## src/rtl/spi_burst_pkg.sv

```systemverilog
package spi_burst_pkg;

  typedef enum logic [1:0] {
    STEP_DOWN = 2'b00,
    STEP_UP   = 2'b01,
    STEP_HOLD = 2'b10
  } step_e;

  // The hold bit wins over the direction bit
  function automatic step_e decode_step(input logic [1:0] mode_bits);
    if (mode_bits[1]) return STEP_HOLD;
    if (mode_bits[0]) return STEP_UP;
    return STEP_DOWN;
  endfunction

endpackage

```

## src/rtl/spi_sync.sv

```systemverilog
module spi_sync #(
  parameter int             W       = 1,
  parameter logic [W-1:0]   RST_VAL = '0
) (
  input  logic         clk,
  input  logic         rst_n,
  input  logic [W-1:0] d,
  output logic [W-1:0] q
);
  logic [W-1:0] meta;

  always_ff @(posedge clk or negedge rst_n) begin
    if (!rst_n) begin
      meta <= RST_VAL;
      q    <= RST_VAL;
    end else begin
      meta <= d;
      q    <= meta;
    end
  end
endmodule

```

## src/rtl/spi_framer.sv

```systemverilog
module spi_framer #(
  parameter int INSTR_W = 16,
  parameter int BYTE_W  = 8
) (
  input  logic               clk,
  input  logic               rst_n,
  input  logic               cs_act,
  input  logic               sck_rise,
  input  logic               mosi_s,
  output logic               instr_done,
  output logic [INSTR_W-1:0] instr_word,
  output logic               byte_done,
  output logic [BYTE_W-1:0]  byte_val
);
  localparam int CW = $clog2(INSTR_W);

  logic [INSTR_W-1:0] sh;
  logic [CW-1:0]      cnt;
  logic               in_instr;
  logic [INSTR_W-1:0] sh_next;

  assign sh_next    = {sh[INSTR_W-2:0], mosi_s};
  assign instr_done = cs_act && sck_rise && in_instr  && (cnt == CW'(INSTR_W-1));
  assign byte_done  = cs_act && sck_rise && !in_instr && (cnt == CW'(BYTE_W-1));
  assign instr_word = sh_next;
  assign byte_val   = sh_next[BYTE_W-1:0];

  always_ff @(posedge clk or negedge rst_n) begin
    if (!rst_n) begin
      sh       <= '0;
      cnt      <= '0;
      in_instr <= 1'b1;
    end else if (!cs_act) begin
      // A partial byte is dropped here
      cnt      <= '0;
      in_instr <= 1'b1;
    end else if (sck_rise) begin
      sh <= sh_next;
      if (instr_done) begin
        cnt      <= '0;
        in_instr <= 1'b0;
      end else if (byte_done) begin
        cnt <= '0;
      end else begin
        cnt <= cnt + CW'(1);
      end
    end
  end
endmodule

```

## src/rtl/spi_regfile.sv

```systemverilog
module spi_regfile #(
  parameter int          ADDR_W      = 15,
  parameter int          GP_BASE     = 2,
  parameter int          GP_COUNT    = 14,
  parameter int          ID_ADDR     = 16,
  parameter logic [7:0]  ID_VAL      = 8'hA5,
  parameter int          DIV_HI_ADDR = 17,
  parameter int          DIV_LO_ADDR = 18,
  parameter logic [7:0]  DIV_HI_RST  = 8'h00,
  parameter logic [7:0]  DIV_LO_RST  = 8'h64
) (
  input  logic              clk,
  input  logic              rst_n,
  input  logic              wr_stb,
  input  logic [ADDR_W-1:0] wr_addr,
  input  logic [7:0]        wr_data,
  input  logic [ADDR_W-1:0] rd_addr,
  output logic [7:0]        rd_data,
  output logic [1:0]        step_bits
);
  logic [6:0] cfg;
  logic [7:0] gp [GP_COUNT];
  logic [7:0] div_hi, div_lo;
  logic       soft_rst;

  assign soft_rst  = wr_stb && (wr_addr == '0) && wr_data[7];
  assign step_bits = cfg[3:2];

  always_ff @(posedge clk or negedge rst_n) begin
    if (!rst_n) begin
      cfg    <= '0;
      div_hi <= DIV_HI_RST;
      div_lo <= DIV_LO_RST;
      for (int i = 0; i < GP_COUNT; i++) gp[i] <= '0;
    end else if (soft_rst) begin
      cfg    <= '0;
      div_hi <= DIV_HI_RST;
      div_lo <= DIV_LO_RST;
      for (int i = 0; i < GP_COUNT; i++) gp[i] <= '0;
    end else if (wr_stb) begin
      if (wr_addr == '0)                       cfg    <= wr_data[6:0];
      if (wr_addr == ADDR_W'(DIV_HI_ADDR))     div_hi <= wr_data;
      if (wr_addr == ADDR_W'(DIV_LO_ADDR))     div_lo <= wr_data;
      for (int i = 0; i < GP_COUNT; i++)
        if (wr_addr == ADDR_W'(GP_BASE + i))   gp[i]  <= wr_data;
    end
  end

  // Unused addresses fall through to zero
  always_comb begin
    rd_data = '0;
    if (rd_addr == '0)                      rd_data = {1'b0, cfg};
    if (rd_addr == ADDR_W'(ID_ADDR))        rd_data = ID_VAL;
    if (rd_addr == ADDR_W'(DIV_HI_ADDR))    rd_data = div_hi;
    if (rd_addr == ADDR_W'(DIV_LO_ADDR))    rd_data = div_lo;
    for (int i = 0; i < GP_COUNT; i++)
      if (rd_addr == ADDR_W'(GP_BASE + i))  rd_data = gp[i];
  end
endmodule

```

## src/rtl/spi_burst_regs.sv

```systemverilog
module spi_burst_regs
  import spi_burst_pkg::*;
#(
  parameter int          ADDR_W      = 15,
  parameter int          GP_BASE     = 2,
  parameter int          GP_COUNT    = 14,
  parameter int          ID_ADDR     = 16,
  parameter logic [7:0]  ID_VAL      = 8'hA5,
  parameter int          DIV_HI_ADDR = 17,
  parameter int          DIV_LO_ADDR = 18,
  parameter logic [7:0]  DIV_HI_RST  = 8'h00,
  parameter logic [7:0]  DIV_LO_RST  = 8'h64
) (
  input  logic clk,
  input  logic rst_n,
  input  logic spi_csn,
  input  logic spi_sck,
  input  logic spi_mosi,
  output logic spi_miso,
  output logic cal_pulse
);
  localparam int INSTR_W = ADDR_W + 1;

  function automatic logic [ADDR_W-1:0] step_addr(input logic [ADDR_W-1:0] a, input step_e m);
    case (m)
      STEP_UP:   return a + ADDR_W'(1);
      STEP_DOWN: return a - ADDR_W'(1);
      default:   return a;
    endcase
  endfunction

  // Synchronized pins and SCK edge events
  logic csn_s, sck_s, mosi_s, sck_d;
  logic cs_act, sck_rise, sck_fall;

  spi_sync #(.W(3), .RST_VAL(3'b100)) u_sync (
    .clk(clk), .rst_n(rst_n),
    .d({spi_csn, spi_sck, spi_mosi}),
    .q({csn_s, sck_s, mosi_s})
  );

  always_ff @(posedge clk or negedge rst_n) begin
    if (!rst_n) sck_d <= 1'b0;
    else        sck_d <= sck_s;
  end

  assign cs_act   = !csn_s;
  assign sck_rise = sck_s && !sck_d;
  assign sck_fall = !sck_s && sck_d;

  // Framing
  logic               instr_done, byte_done;
  logic [INSTR_W-1:0] instr_word;
  logic [7:0]         byte_val;

  spi_framer #(.INSTR_W(INSTR_W), .BYTE_W(8)) u_framer (
    .clk(clk), .rst_n(rst_n), .cs_act(cs_act), .sck_rise(sck_rise), .mosi_s(mosi_s),
    .instr_done(instr_done), .instr_word(instr_word),
    .byte_done(byte_done), .byte_val(byte_val)
  );

  // Address sequencer
  logic              rd_mode;
  logic [ADDR_W-1:0] cur_addr, nxt_addr;
  step_e             step_snap;
  logic [1:0]        step_bits;
  logic              step_ev;

  assign nxt_addr = step_addr(cur_addr, step_snap);
  assign step_ev  = byte_done;

  always_ff @(posedge clk or negedge rst_n) begin
    if (!rst_n) begin
      rd_mode   <= 1'b0;
      cur_addr  <= '0;
      step_snap <= STEP_DOWN;
    end else if (instr_done) begin
      rd_mode   <= instr_word[ADDR_W];
      cur_addr  <= instr_word[ADDR_W-1:0];
      step_snap <= decode_step(step_bits);
    end else if (step_ev) begin
      cur_addr  <= nxt_addr;
    end
  end

  // Register access
  logic              wr_stb;
  logic [ADDR_W-1:0] wr_addr, rd_addr;
  logic [7:0]        rd_data;

  assign wr_stb  = byte_done && !rd_mode;
  assign wr_addr = cur_addr;
  assign rd_addr = instr_done ? instr_word[ADDR_W-1:0] : nxt_addr;

  spi_regfile #(
    .ADDR_W(ADDR_W), .GP_BASE(GP_BASE), .GP_COUNT(GP_COUNT),
    .ID_ADDR(ID_ADDR), .ID_VAL(ID_VAL),
    .DIV_HI_ADDR(DIV_HI_ADDR), .DIV_LO_ADDR(DIV_LO_ADDR),
    .DIV_HI_RST(DIV_HI_RST), .DIV_LO_RST(DIV_LO_RST)
  ) u_regs (
    .clk(clk), .rst_n(rst_n),
    .wr_stb(wr_stb), .wr_addr(wr_addr), .wr_data(byte_val),
    .rd_addr(rd_addr), .rd_data(rd_data), .step_bits(step_bits)
  );

  // Read shifter: load on byte boundary, shift out on falling SCK
  logic       rd_load;
  logic [7:0] rd_sh;
  logic       miso_q;

  assign rd_load = (instr_done && instr_word[ADDR_W]) || (byte_done && rd_mode);

  always_ff @(posedge clk or negedge rst_n) begin
    if (!rst_n) begin
      rd_sh  <= '0;
      miso_q <= 1'b0;
    end else if (!cs_act) begin
      rd_sh  <= '0;
      miso_q <= 1'b0;
    end else if (rd_load) begin
      rd_sh  <= rd_data;
    end else if (sck_fall) begin
      miso_q <= rd_sh[7];
      rd_sh  <= {rd_sh[6:0], 1'b0};
    end
  end

  assign spi_miso = miso_q;

  always_ff @(posedge clk or negedge rst_n) begin
    if (!rst_n) cal_pulse <= 1'b0;
    else        cal_pulse <= wr_stb && (wr_addr == ADDR_W'(DIV_LO_ADDR));
  end
endmodule

```

## config.mk

```make
export PLATFORM = sky130hd
export DESIGN_NAME = spi_burst_regs
export DESIGN_NICKNAME = d
export VERILOG_FILES = /design/src/rtl/spi_burst_pkg.sv /design/src/rtl/spi_sync.sv /design/src/rtl/spi_framer.sv /design/src/rtl/spi_regfile.sv /design/src/rtl/spi_burst_regs.sv
export SDC_FILE = /design/constraint.sdc
export NUM_CORES = 1
export LEC_CHECK = 0
export BUFFER_PORTS_ARGS = -buffer_cell sky130_fd_sc_hd__buf_2
export CAP_MARGIN = 30
export CORE_MARGIN = 1
export CORE_UTILIZATION = 64
export CTS_CLUSTER_SIZE = 24
export DETAILED_ROUTE_END_ITERATION = 8
export HOLD_SLACK_MARGIN = 0.1
export PLACE_DENSITY = 0.82
export SYNTH_ARGS = -nofsm -noshare
export SYNTH_HDL_FRONTEND = slang
export SYNTH_SLANG_ARGS = --single-unit
```

## constraint.sdc

```tcl
create_clock -name clk -period 5.2 [get_ports clk]
set_input_delay 0.52 -clock clk [delete_from_list [all_inputs] [get_ports clk]]
set_output_delay 0.52 -clock clk [all_outputs]
set_load 0.02 [all_outputs]
```

* Word level (Yosys, flattened, before mapping) *
Cells that the tools add are included.

storage, ports and cells
  register bits = 190
  bits in latches = 0
  memory bits (writable) = 0
  memory bits (read-only) = 0
  input port bits = 5
  memories = 0

operators by class
  add/sub/neg operators = 3
  multipliers = 0
  divide/modulo/power cells = 0
  $lt $le $gt $ge = 0
  equal/unequal tests = 37
  shift operators = 0
  multiplexer cells = 69
  bitwise logic cells = 1
  reductions and logical operators = 65

operators with widths
  kind                   count
  $mux 8                 40
  $eq 15x4->1 const B    16
  $mux 112               2
  $eq 15x3->1 const B    8
  $eq 15x5->1 const B    5
  $eq 15x2->1 const B    4
  $mux 15                3
  $reduce_bool 2->1      22
  $reduce_and 2->1       20
  $logic_not 15->1       2
  $pmux 15 s2            1
  $mux 7                 4
  $mux 4                 4
  $add 15x1->15 const B  1
  $sub 15x1->15 const B  1
  $logic_and 1x1->1      13
  $mux 1                 11
  $mux 2                 4
  $logic_not 1->1        5
  $add 4x1->4 const B    1
  $eq 4x3->1 const B     1
  $eq 4x4->1 const B     1
  $reduce_bool 3->1      1
  $eq 2x1->1 const B     1
  4 further kinds        4

* Logic depth before layout (Yosys ltp) *
Gate-level depths: netlist of the first run.

  depth in word-level cells = 27
  depth in mapped cells = 18
  gate-level depth less buffers = 13

* Modules after synthesis *
From an unflattened synthesis of the first run, not the netlist that was laid out.

second synthesis, totals
  cell total of the unflattened synthesis = 1,039
  area, all modules = 10,442.5 µm²

modules (own cells, without submodules)
  module          times used  cells each  area an instance (µm²)
  spi_regfile     1           666         6,867.8
  spi_burst_regs  1           296         2,454.9
  spi_framer      1           71          967.2
  spi_sync        1           6           152.6

* Least setup slack after synthesis of the first run *
OpenSTA, ideal clock, no wires.

  path kind = reg-to-reg
  start = register step_snap[1]
  end = register rd_sh[2]
  library setup time = 126 ps
  arrival = 3,542 ps
  required time = 5,074 ps
  path slack = 1,533 ps
  cell stages (with the launch flop) = 17
  path buffers = 3
  clock period less this slack = 3,667 ps
  path through = dfrtp_1 -> buf_4 -> or2_0 -> clkbuf_1 -> xnor2_1 -> ha_1 -> clkbuf_1 -> and3_1 -> and2_1 -> or3_1 -> a21boi_1 -> o22ai_1 -> a2111oi_4 -> nand3_1 -> or3b_1 -> o211ai_1 -> o21ai_1

between the ends
  longest elaborated chain between the ends = 24

RTL lines
  element                                        RTL line               RTL
  from (decl)                                    spi_burst_regs.sv:65   step_e step_snap;
  from (signal assigned)                         spi_burst_regs.sv:80   step_snap <= decode_step(step_bits);
  $eq 2x1->1 or $logic_not 2->1 (tied branches)  spi_burst_regs.sv:25   case (m)
  $pmux 15 s2 (*)                                spi_burst_regs.sv:25
  $mux 15 (*)                                    spi_burst_regs.sv:93   assign rd_addr = instr_done ? instr_word[ADDR_W-1:0] : nxt_addr;
  $logic_not 15->1                               spi_regfile.sv:52      if (rd_addr == '0) rd_data = {1'b0, cfg};
  $mux 7                                         spi_regfile.sv:52
  $mux 8                                         spi_regfile.sv:53      if (rd_addr == ADDR_W'(ID_ADDR)) rd_data = ID_VAL;
  $mux 8                                         spi_regfile.sv:54      if (rd_addr == ADDR_W'(DIV_HI_ADDR)) rd_data = div_hi;
  $mux 8                                         spi_regfile.sv:55      if (rd_addr == ADDR_W'(DIV_LO_ADDR)) rd_data = div_lo;
  $mux 8 (13 in a row)                           spi_regfile.sv:57      if (rd_addr == ADDR_W'(GP_BASE + i)) rd_data = gp[i];
  $mux 8 (*)                                     spi_regfile.sv:57
  $mux 8 (*)                                     spi_burst_regs.sv:120  end else if (rd_load) begin
  $mux 8 (*)                                     spi_burst_regs.sv:117  end else if (!cs_act) begin
  to (signal assigned)                           spi_burst_regs.sv:121  rd_sh <= rd_data;
  to (signal assigned)                           spi_burst_regs.sv:124  rd_sh <= {rd_sh[6:0], 1'b0};
  to (decl)                                      spi_burst_regs.sv:108  logic [7:0] rd_sh;

Every way passes the cells marked *; elsewhere a longest branch is shown, timed or not.
A chain may end at the register's enable or synchronous reset.

* Worst setup path after layout of the first run *
  start = register u_sync.q[2]
  end = register u_regs.gp[59] in the netlist's numbering

between the ends
  longest elaborated chain between the ends = 9

RTL lines
  element                             RTL line              RTL
  from (decl)                         spi_sync.sv:8         output logic [W-1:0] q
  from (signal assigned)              spi_sync.sv:18        q <= meta;
  $logic_not 1->1 (*)                 spi_burst_regs.sv:47  assign cs_act = !csn_s;
  $logic_and 1x1->1 (*) (3 in a row)  spi_framer.sv:24      assign byte_done = cs_act && sck_rise && !in_instr && (cnt == CW'(BYTE_W-1));
  $logic_and 1x1->1 (*)               spi_burst_regs.sv:91  assign wr_stb = byte_done && !rd_mode;
  $logic_and 1x1->1 (2 in a row)      spi_regfile.sv:26     assign soft_rst = wr_stb && (wr_addr == '0) && wr_data[7];
  $reduce_bool 2->1 (no line)         -
  $reduce_and 2->1 (no line)          -
  to (signal, indexed assignment)     spi_regfile.sv:45     if (wr_addr == ADDR_W'(GP_BASE + i)) gp[i] <= wr_data;
  to (decl)                           spi_regfile.sv:22     logic [7:0] gp [GP_COUNT];

Marked as above.

==> results of run 1 <==
cells by family after synthesis:
kind of cell | share of synthesized area [%]
simple gates | 25.4
compound gates | 14.1
flops | 45.8
buf+inv | 4.42
mux | 8.30
xor+xnor | 1.69
fa+ha+maj | 0.241
power breakdown:
part / internal (W) / switching, W / leakage [nW] / total, W
clock: 0.000692 / 0.000641 / 0.290 / 0.00133
sequential: 0.00149 / 0.0000824 / 2.62 / 0.00158
combinational: 0.0000314 / 0.000106 / 2.43 / 0.000138
total: 0.00222 / 0.000830 / 5.34 / 0.00305
final timing paths:
path | to
max | u_regs.gp[59]
min | u_sync.meta[2]
max reg2reg | u_regs.gp[59]
min reg2reg | u_sync.q[2]
max in group asynchronous | u_regs.cfg[5]
min in group asynchronous | cur_addr[11]
per-stage QoR:
step	instance area, sq um	hold WS (ns)
floorplan	10400	0.224
global placement	10600	0.332
detailed placement	10600	0.348
CTS	11200	0.171
global route	11200	0.175
finish	11200	0.175
flip-flops by register name, indices dropped and copies added, names as in the netlist, 4 cells and up:
signal	cells
u_regs.div_hi	8
u_regs.div_lo	8
rd_sh	8
u_framer.cnt	4
cur_addr	15
u_regs.cfg	7
u_framer.sh	15
u_regs.gp	112
cell usage in the layout (no fill, tap or decap), drive strengths merged, types with 9 or more instances in the layout:
cell type / Yosys / routed
and2: 10 / 10
nand2: 252 / 252
nand3: 75 / 75
clkbuf: 62 / 19
buf: 32 / 45
xor2: 11 / 11
o21ai: 57 / 57
nor2: 157 / 157
mux2i: 85 / 85
o31ai: 10 / 10
a31oi: 16 / 16
and3: 9 / 9
dfrtp: 184 / 184
nand4: 10 / 10
nor3: 11 / 11
a21oi: 83 / 83
inv: 4 / 13
xnor2: 9 / 9
nor4: 12 / 12
o22ai: 9 / 9
critical path: cells and delay by family, from the launching register on:
| kind | cells | cell delay (ns) |
|---|---|---|
| simple gates | 6 | 3.50 |
| flops | 1 | 0.48 |
| buf+inv | 1 | 0.48 |
area by class of cell:
class                           count  area (sq um)  area share [%]
Clock buffer                       18           429            3.84
Sequential cell                   190          4760            42.6
Inverter                            7          26.3           0.235
Tap cell                          216           270            2.42
Multi-Input combinational cell    929          5180            46.4
Timing Repair Buffer               46           335            3.00
Clock inverter                     14           165            1.48
synthesized netlist by cell type, drive strengths merged (9+ instances only):
| cell type | number |
|---|---|
| o31ai | 10 |
| clkbuf | 62 |
| nor2 | 157 |
| mux2i | 85 |
| dfrtp | 184 |
| and3 | 9 |
| o21ai | 57 |
| a21oi | 83 |
| a31oi | 16 |
| and2 | 10 |
| buf | 32 |
| o22ai | 9 |
| nor4 | 12 |
| xor2 | 11 |
| nand3 | 75 |
| xnor2 | 9 |
| nor3 | 11 |
| nand4 | 10 |
| nand2 | 252 |
layer usage:
metal / vias to the layer above / GRT usage, % / part of all wire, %
li1: 4201 / - / -
met3: 118 / 9.00 / 9.8
met1: 4564 / 53.8 / 41
met5: - / 0 / 0
met4: 0 / 20.0 / 4.7
met2: 519 / 58.8 / 44
==> impl_results.md, run 1 <==
- Drt first pass iters: 7
- Post-synth top area share: 44.3%
- IO buf count: 6
- Clock Latency Late Sink: 0.44 ns
- Hold Path Origin: spi_csn
- DRC errors left: 0
- Mapped Area: 10400 sq um
- Hold Fails Final Rpt: 0
- CP Launch Point: u_sync.q[2]
- Nets@finish: 1198
- Final wirelength: 31600 um
- Leak Pwr: 5.34 nW
- DP Cell Count: 1387
- R2r worst-path depth: 7
- Final setup viols: 0
- Fraction of layout cells with a size suffix above 1: 8.14%
- CTS Hold Bufs: 0
- Vias: 9402
- Crit path DAT: 4.92 ns
- Gp weighted congestion: 0.936
- Unrepaired setup endpoints after global routing: no
- Hold depth: 1
- Rows: 46
- CTS Buf Count: 17
- Min cycle time layout: 4.62 ns
- H-tree depth: 4
- Worst-Margin Slew: 1.03 ns
- Number of diodes: 0
- Power Density: 273 nW/um^2
- Post-CTS Resized: 0
- Initial antenna violation count: 0
- Worst path slowest cell: or4_1
- Critical path data required time: 5.51 ns
- Max IR drop VDD: 0.327 mV
- Die area: 16700 sq um
- Crit path capture type: flip-flop
- Largest cells by area after synthesis: dfrtp_1, nand2_1, mux2i_1
- Critical path cell sequence: or3b_1 > or4_1 > or4_4 > or4_1 > nor2_4 > buf_4 > nor2_1
- Asr flop ratio synth: 100%
- DPL Wire Length: 20500 um
- Post-synth EDFFs: 0
- Seq cells post-synth: 190
- Most frequent CP cell: or4_1
- Worst-path clk slew: 0.08 ns
- Hold crit path type: in2reg
- Post-DRT Antenna Nets: 0
- CP max FO: 39
- Slew HR: 31.2%
- Setup_tns: 0 ns
- Synthesis warning total: 0
- Pwr Total: 0.00305 W
- Library cells used by synthesis: 72
- Core Util, Final: 70.3%
- Number of global-route vias before repair: 8889
- Flop-to-flop setup slack: 0.58 ns
- First-pass GRT wire length: 49300 um
- Avg Synthesized Cell Area: 8.52 sq um
- Fmax: 217 MHz
- Total of max-cap violations: 0
- Synth-to-layout area growth: 7.48%
- Largest net degree at the start of global routing: 114
- Crit path kind: reg2reg
- 1st-iter DRT viols: 1362
- Post-synth top area cell: dfrtp_1
- Setup crit start kind: flip-flop
- Final period utilization: 88.8%
- Predominant post-synthesis flop cell: dfrtp_1
- Crit path largest cell delay: 0.84 ns
- Fin. max-slew vios: 0
- Top Ports: 7
- WL per Instance: 22.3 um
- Initial Util: 65.4%
- Chip Height: 129 um
- Die width: 129 um
- Net count after synthesis: 1227
- Vias per cell: 6.62
- Tot GR Track Use: 39.3%
- Clk buf depth: 2
- Total grt overflow: 0
- Final WS setup: 0.583 ns
- Seq/Total Area, Yosys: 45.8%
- Root Buffer: clkbuf_16
- Core area: 15900 sq um
- Clock Skew: 0.0101 ns
- Synth Instances: 1220
- Fill count: 1293
- R2R Path Start: u_sync.q[2]
- Post-CTS Setup Bufs: 0
- Worst slack at placement: 0.721 ns
- CTS tree: built
- Status: completed
- Final cell count without fillers: 1420
- Clock sink count: 190
(Power assumes the default switching activity.)
==> run 2: changes to the inputs <==
- ABC_AREA: not set -> 1
==> run 2 against run 1 <==
Net effect:
- sequential power shrank 4%
- synthesized cell count up 11%
- flip-flop and latch count is the same
- worst hold slack worse by 0.096 ns
- sequential share of layout area grew 0.96 points
- cell area shrank 2.2%
- clock power grew 4%
- critical path type unchanged
- largest cell class is now registers
- largest power group unchanged
==> impl_results.md, run 2 <==
- Vias: 9350
- Clock Skew: 0.0154 ns
- WL per Instance: 17.8 um
- R2R Path Start: u_framer.cnt[0]
- Fin area: 10900 sq um
- Fill count: 1225
- Asr flop ratio synth: 100%
- Clock sink count: 190
- Slew HR: 24.8%
- Vias per cell: 5.90
- Reg2Reg Capture Point: rd_sh[7]
- CTS Buf Count: 17
- Worst path slowest cell: inv_2
- Crit path DAT: 4.85 ns
- Seq/Total Area, Yosys: 47.5%
- Synth-to-layout area growth: 8.96%
- Largest net degree at the start of global routing: 75
- Chip Height: 127 um
- Synth Area in Adders: 0.250%
- Library cells used by synthesis: 46
- Flop-to-flop setup slack: 0.69 ns
- Multiplexer share of the synthesized area: 0.0998%
- Initial antenna violation count: 0
- Critical path data required time: 5.54 ns
- Mapped Area: 10000 sq um
- Clk buf depth: 2
- Commonest non-fill, non-tap cell in the layout: nand2_1
- Fmax: 222 MHz
- Crit path max-delay family: simple AND/OR/NAND/NOR gates
- IO buf count: 6
- Worst-path clk slew: 0.08 ns
- Post-CTS Setup Bufs: 0
- Predominant post-synthesis flop cell: dfrtp_1
- Leak Pwr: 5.24 nW
- Top Registers: u_regs.gp: 112 flops, cur_addr: 15 flops, u_framer.sh: 15 flops
- Core area: 15300 sq um
- Tot GR Track Use: 37.1%
- Worst slack at placement: 0.605 ns
- Final period utilization: 86.7%
- Crit path kind: reg2reg
- Root Buffer: clkbuf_16
- Power Density: 281 nW/um^2
- Count leader, synth: nand2_1
- Die width: 127 um
- XOR/XNOR share of the synthesized area: 0.786%
- Hold crit path type: in2async
- Most frequent cells in the layout: nand2_1, dfrtp_1, o21ai_0, inv_1, nor2_1
- Worst-Margin Slew: 1.12 ns
- Met2 Track Usage GR: 55.6%
- CP Buf/Inv Count: 3
- Fin. max-slew vios: 0
- Synth Area in Simple Gates: 31.5%
- Switch share: 27.1%
- GR Util met1: 52.5%
- Grt met3 use: 7.62%
- CP Launch Point: u_framer.cnt[0]
- Avg Synthesized Cell Area: 7.41 sq um
- H-tree depth: 4
- Comb power frac: 5.7%
- GRT busiest layer: met2
- Sw power: 0.000833 W
- Net count after synthesis: 1360
- Synthesis warning total: 0
- Status: completed
- First-pass GRT wire length: 45600 um
- FF/Latch Area: 4760 sq um
- Top reg by flops: u_regs.gp
- Min cycle time layout: 4.51 ns
- Initial Util: 65.7%
- 1st-iter DRT viols: 1139
- Synth Area in Compound Gates: 12.7%
- Post-DRT Antenna Nets: 0
- Seq cells post-synth: 190
- Synth Instances: 1353
- CP Depth: 24
- CTS tree: built
- Post-synth top area cell: dfrtp_1
- CTS Hold Bufs: 0
- CP max FO: 26
- Final WS setup: 0.690 ns
- R2r worst-path depth: 24
- Post-synth top cells: nand2_1, dfrtp_1, o21ai_0, inv_1, nor2_1
- Post-synth top area share: 45.9%
- Post-synth EDFFs: 0
- Setup_tns: 0 ns
- Setup crit start kind: flip-flop
- Most frequent CP cell: nand2_1
- Area of the multi-input gates: 4540 sq um
- CP Capture Point: rd_sh[7]
- Total grt overflow: 0
- Die area: 16200 sq um
- Number of diodes: 0
- Final wirelength: 28200 um
- Fraction of layout cells with a size suffix above 1: 8.44%
- Drt first pass iters: 6
- Largest cells by area after synthesis: dfrtp_1, nand2_1, o21ai_0
- Crit path capture type: flip-flop
- Max IR drop VDD: 0.257 mV
- Total of max-cap violations: 0
- Nets@finish: 1369
- Placed cell areas: 10300 sq um
- Critical path cell sequence: ha_1 > nand2_1 > nor3_1 > nand2_1 > inv_2 > a21oi_1 > a22oi_4 > nand2_1 > nor2_1 > inv_2 > nor2_2 > nand2_1 > nand2_1 > inv_1 > nand2_1 > nand4_1 > nor2_1 > nand4_1 > nor2_1 > nand3_1 > nand2_1 > nand3_1 > nand2_1 > nand2_1
- Max reg flops: 112
- Hold Fails Final Rpt: 0
- Top Ports: 7
- Clock Latency Late Sink: 0.45 ns
- Crit path largest cell delay: 0.51 ns
- Int Pwr: 0.00224 W
- Largest family of logic cells by synthesized area: simple AND/OR/NAND/NOR gates
- Reg power frac: 49.4%
- Rows: 45
- Gp weighted congestion: 0.972
- Unrepaired setup endpoints after global routing: no
- DPL Wire Length: 19900 um
- Final setup viols: 0
- Clock share of power: 44.8%
- Number of global-route vias before repair: 8837
- DRC errors left: 0
run 2: cell types whose count changed after synthesis, sizes merged, moves of 10 or more:
cell    before  now
and2        10    0
nor3        11   22
clkbuf      62   23
inv          4  145
a21oi       83   28
nand2      252  469
nor2       157  123
buf         32   12
mux2i       85    1
o21ai       57  175
o22ai        9   19
nand4       10   30
a31oi       16    1
run 2: how the worst min path moves through the flow:
stage | to | slack (ns)
4_1_cts | u_sync.meta[0] | 0.10
2_1_floorplan | cal_pulse | 0.22
6_report | u_sync.meta[0] | 0.08
5_1_grt | u_regs.div_hi[2] | 0.12
3_5_place_dp | u_sync.q[1] | 0.33
3_3_place_gp | u_sync.q[0] | 0.33
run 2: cells by family after synthesis:
group	count (synthesis)
AO/OA/AOI/OAI	235
XOR/XNOR	9
adder cells (fa/ha/maj)	2
buffers and inverters	181
flip-flops	190
multiplexers	1
AND/OR/NAND/NOR	735
run 2: repair_timing:
item	4_1_cts	5_1_grt
setup endpoints to repair	0	3
resized for setup	0	1
endpoints found under the hold margin	0	0
run 2: power by group through the flow:
stage | Clock, W | Combinational [W] | Sequential [W]
finish | 0.00138 | 0.000176 | 0.00152
global route | 0.00143 | 0.000186 | 0.00152
CTS | 0.00137 | 0.000172 | 0.00152
detailed placement | 0 | 0.000171 | 0.00155
global placement | 0 | 0.000172 | 0.00154
floorplan | 0 | 0.0000614 | 0.00154
run 2: stage by stage:
stage               instances  hold slack [ns]  power (W)  util (%)
global route             1586            0.125    0.00314      71.6
CTS                      1585            0.100    0.00306      71.5
finish                   1586           0.0799    0.00307      71.6
floorplan                1353            0.224    0.00160         -
detailed placement       1553            0.335    0.00172      67.4
global placement         1552            0.333    0.00172      67.4
run 2: area by class of cell:
type	count	share of cell area [%]
multi-input cells	982	41.5
flip-flops and latches	190	43.6
inverters	146	5.04
well taps	211	2.42
clock inverters	14	1.73
repair buffers	25	1.66
clock buffers	18	4.02
run 2: routing by layer:
layer	vias to the layer above	wire [um]
met4	0	1100
met1	4421	12100
met2	427	12600
met5	-	0
li1	4409	-
met3	93	2390
==> run 3: changes to the inputs <==
- CORE_ASPECT_RATIO: not set -> 0.7
==> run 3 against run 2 <==
Net effect:
- critical path type unchanged
- cell count fell by 1.6%
- power fell by 3.3%
- maximum frequency fell by 3.7%
- cell area fell by 1.3%
- clock skew barely moved
- utilization rose by 0.26 points
==> impl_results.md, run 3 (synthesis results as in run 2) <==
- Status: completed
- Clock sink count: 190
- R2r worst-path depth: 29
- Post-CTS Resized: 0
- R2R Path Start: step_snap[1]
- Clk buf depth: 2
- Gp weighted congestion: 0.955
- Crit path capture type: flip-flop
- Power Density: 276 nW/um^2
- CTS tree: built
- Drt first pass iters: 6
- Leak Pwr: 5.18 nW
- Crit path kind: reg2reg
- Core area: 15000 sq um
- Initial antenna violation count: 0
- Initial Util: 66.9%
- Final wirelength: 29200 um
- Critical path data required time: 5.54 ns
- Most frequent CP cell: nand2_1
- Number of diodes: 0
- Slew HR: 26.3%
- DRC errors left: 0
- Comb power frac: 5.4%
- Post-DRT Antenna Nets: 0
- Top Registers: u_regs.gp: 112 flops, cur_addr: 15 flops, u_framer.sh: 15 flops
- Max IR drop VDD: 0.216 mV
- Fraction of layout cells with a size suffix above 1: 7.69%
- Sw power: 0.000809 W
- Clock Skew: 0.0151 ns
- Worst path slowest cell: dfrtp_1
- CTS Hold Bufs: 0
- Tot GR Track Use: 38.7%
- Setup_tns: 0 ns
- Int Pwr: 0.00216 W
- Total grt overflow: 0
- Total of max-cap violations: 0
- Final setup viols: 0
- DP Cell Count: 1528
- Largest net degree at the start of global routing: 95
- Chip Height: 107 um
- Hold Fails Final Rpt: 0
- CP Buf/Inv Count: 3
- IO buf count: 6
- H-tree depth: 4
- Unrepaired setup endpoints after global routing: no
- Synth-to-layout area growth: 7.50%
- Worst-Margin Slew: 1.10 ns
- Max reg flops: 112
- Commonest non-fill, non-tap cell in the layout: nand2_1
- Crit path largest cell delay: 0.52 ns
- Vias per cell: 6.04
- Clock Latency Late Sink: 0.45 ns
- First-pass GRT wire length: 46500 um
- 1st-iter DRT viols: 1327
- Fin. max-slew vios: 0
- Final period utilization: 90.1%
- CP max FO: 27
- Die area: 16200 sq um
- Top Ports: 7
- Clock share of power: 43.4%
- Nets@finish: 1359
- Number of global-route vias before repair: 8648
- CTS Buf Count: 17
- Vias: 9428
- Most frequent cells in the layout: nand2_1, dfrtp_1, o21ai_0, inv_1, nor2_1
- Crit path max-delay family: simple AND/OR/NAND/NOR gates
- Flop-to-flop setup slack: 0.52 ns
- Switch share: 27.2%
- Reg2Reg Capture Point: rd_sh[5]
- Root Buffer: clkbuf_16
- Crit path DAT: 5.02 ns
- WL per Instance: 18.7 um
- DPL Wire Length: 20700 um
- Post-CTS Setup Bufs: 0
- Die width: 152 um
- Hold crit path type: in2async
- Rows: 37
- Final cell count without fillers: 1560
- CP Depth: 29
- Setup crit start kind: flip-flop
- Min cycle time layout: 4.68 ns
- Core Util, Final: 71.9%
- Worst-path clk slew: 0.07 ns
- Top reg by flops: u_regs.gp
- Fmax: 213 MHz
- Reg power frac: 51.2%
-- run 3: worst max-delay path by stage --
stage / startpoint / to / slack (ns)
floorplan: step_snap[1] / rd_sh[1] / 2.02
global placement: step_snap[1] / rd_sh[4] / 0.85
detailed placement: step_snap[1] / rd_sh[4] / 0.85
CTS: step_snap[1] / rd_sh[2] / 0.73
global route: step_snap[1] / rd_sh[2] / 0.31
finish: step_snap[1] / rd_sh[5] / 0.52
-- run 3: through the flow --
stage | hold WS [ns] | setup slack, ns | cell area (sq um) | total power (W)
CTS | 0.160 | 0.731 | 10800 | 0.00296
detailed placement | 0.344 | 0.846 | 10200 | 0.00170
finish | 0.130 | 0.516 | 10800 | 0.00297
floorplan | 0.224 | 2.02 | 10000 | 0.00160
global placement | 0.334 | 0.845 | 10200 | 0.00170
global route | 0.146 | 0.315 | 10800 | 0.00305
-- run 3: area by class of cell --
type	count	area (sq um)
clock buffers	18	439
clock inverters	14	139
fillers	1201	4220
inverters	146	551
multi-input cells	982	4540
flip-flops and latches	190	4760
well taps	195	244
repair buffers	15	106
-- run 3: routing by layer --
layer / vias up / wire length [um] / GRT usage (%)
met3: 69 / 3820 / 12.2
met2: 548 / 11400 / 50.3
met1: 4439 / 13300 / 60.5
met5: - / 0 / 0
li1: 4372 / - / -
met4: 0 / 708 / 11.7
-- run 3: power by group through the flow --
stage	Sequential, W	Clock [W]	Combinational, W
2_1_floorplan	0.00154	0	0.0000614
3_3_place_gp	0.00155	0	0.000152
3_5_place_dp	0.00155	0	0.000154
4_1_cts	0.00152	0.00129	0.000155
5_1_grt	0.00152	0.00135	0.000172
6_report	0.00152	0.00129	0.000160
-- run 3: worst reg2reg max path, delay by kind of cell (launching register included) --
family                     cells  cell delay, ns
buffers and inverters          3            0.24
DFF                            1            0.52
and+or+nand+nor               22            2.90
adders and majority gates      1            0.17
xor gates and xnor gates       1            0.26
AOI/OAI and AO/OA              2            0.48
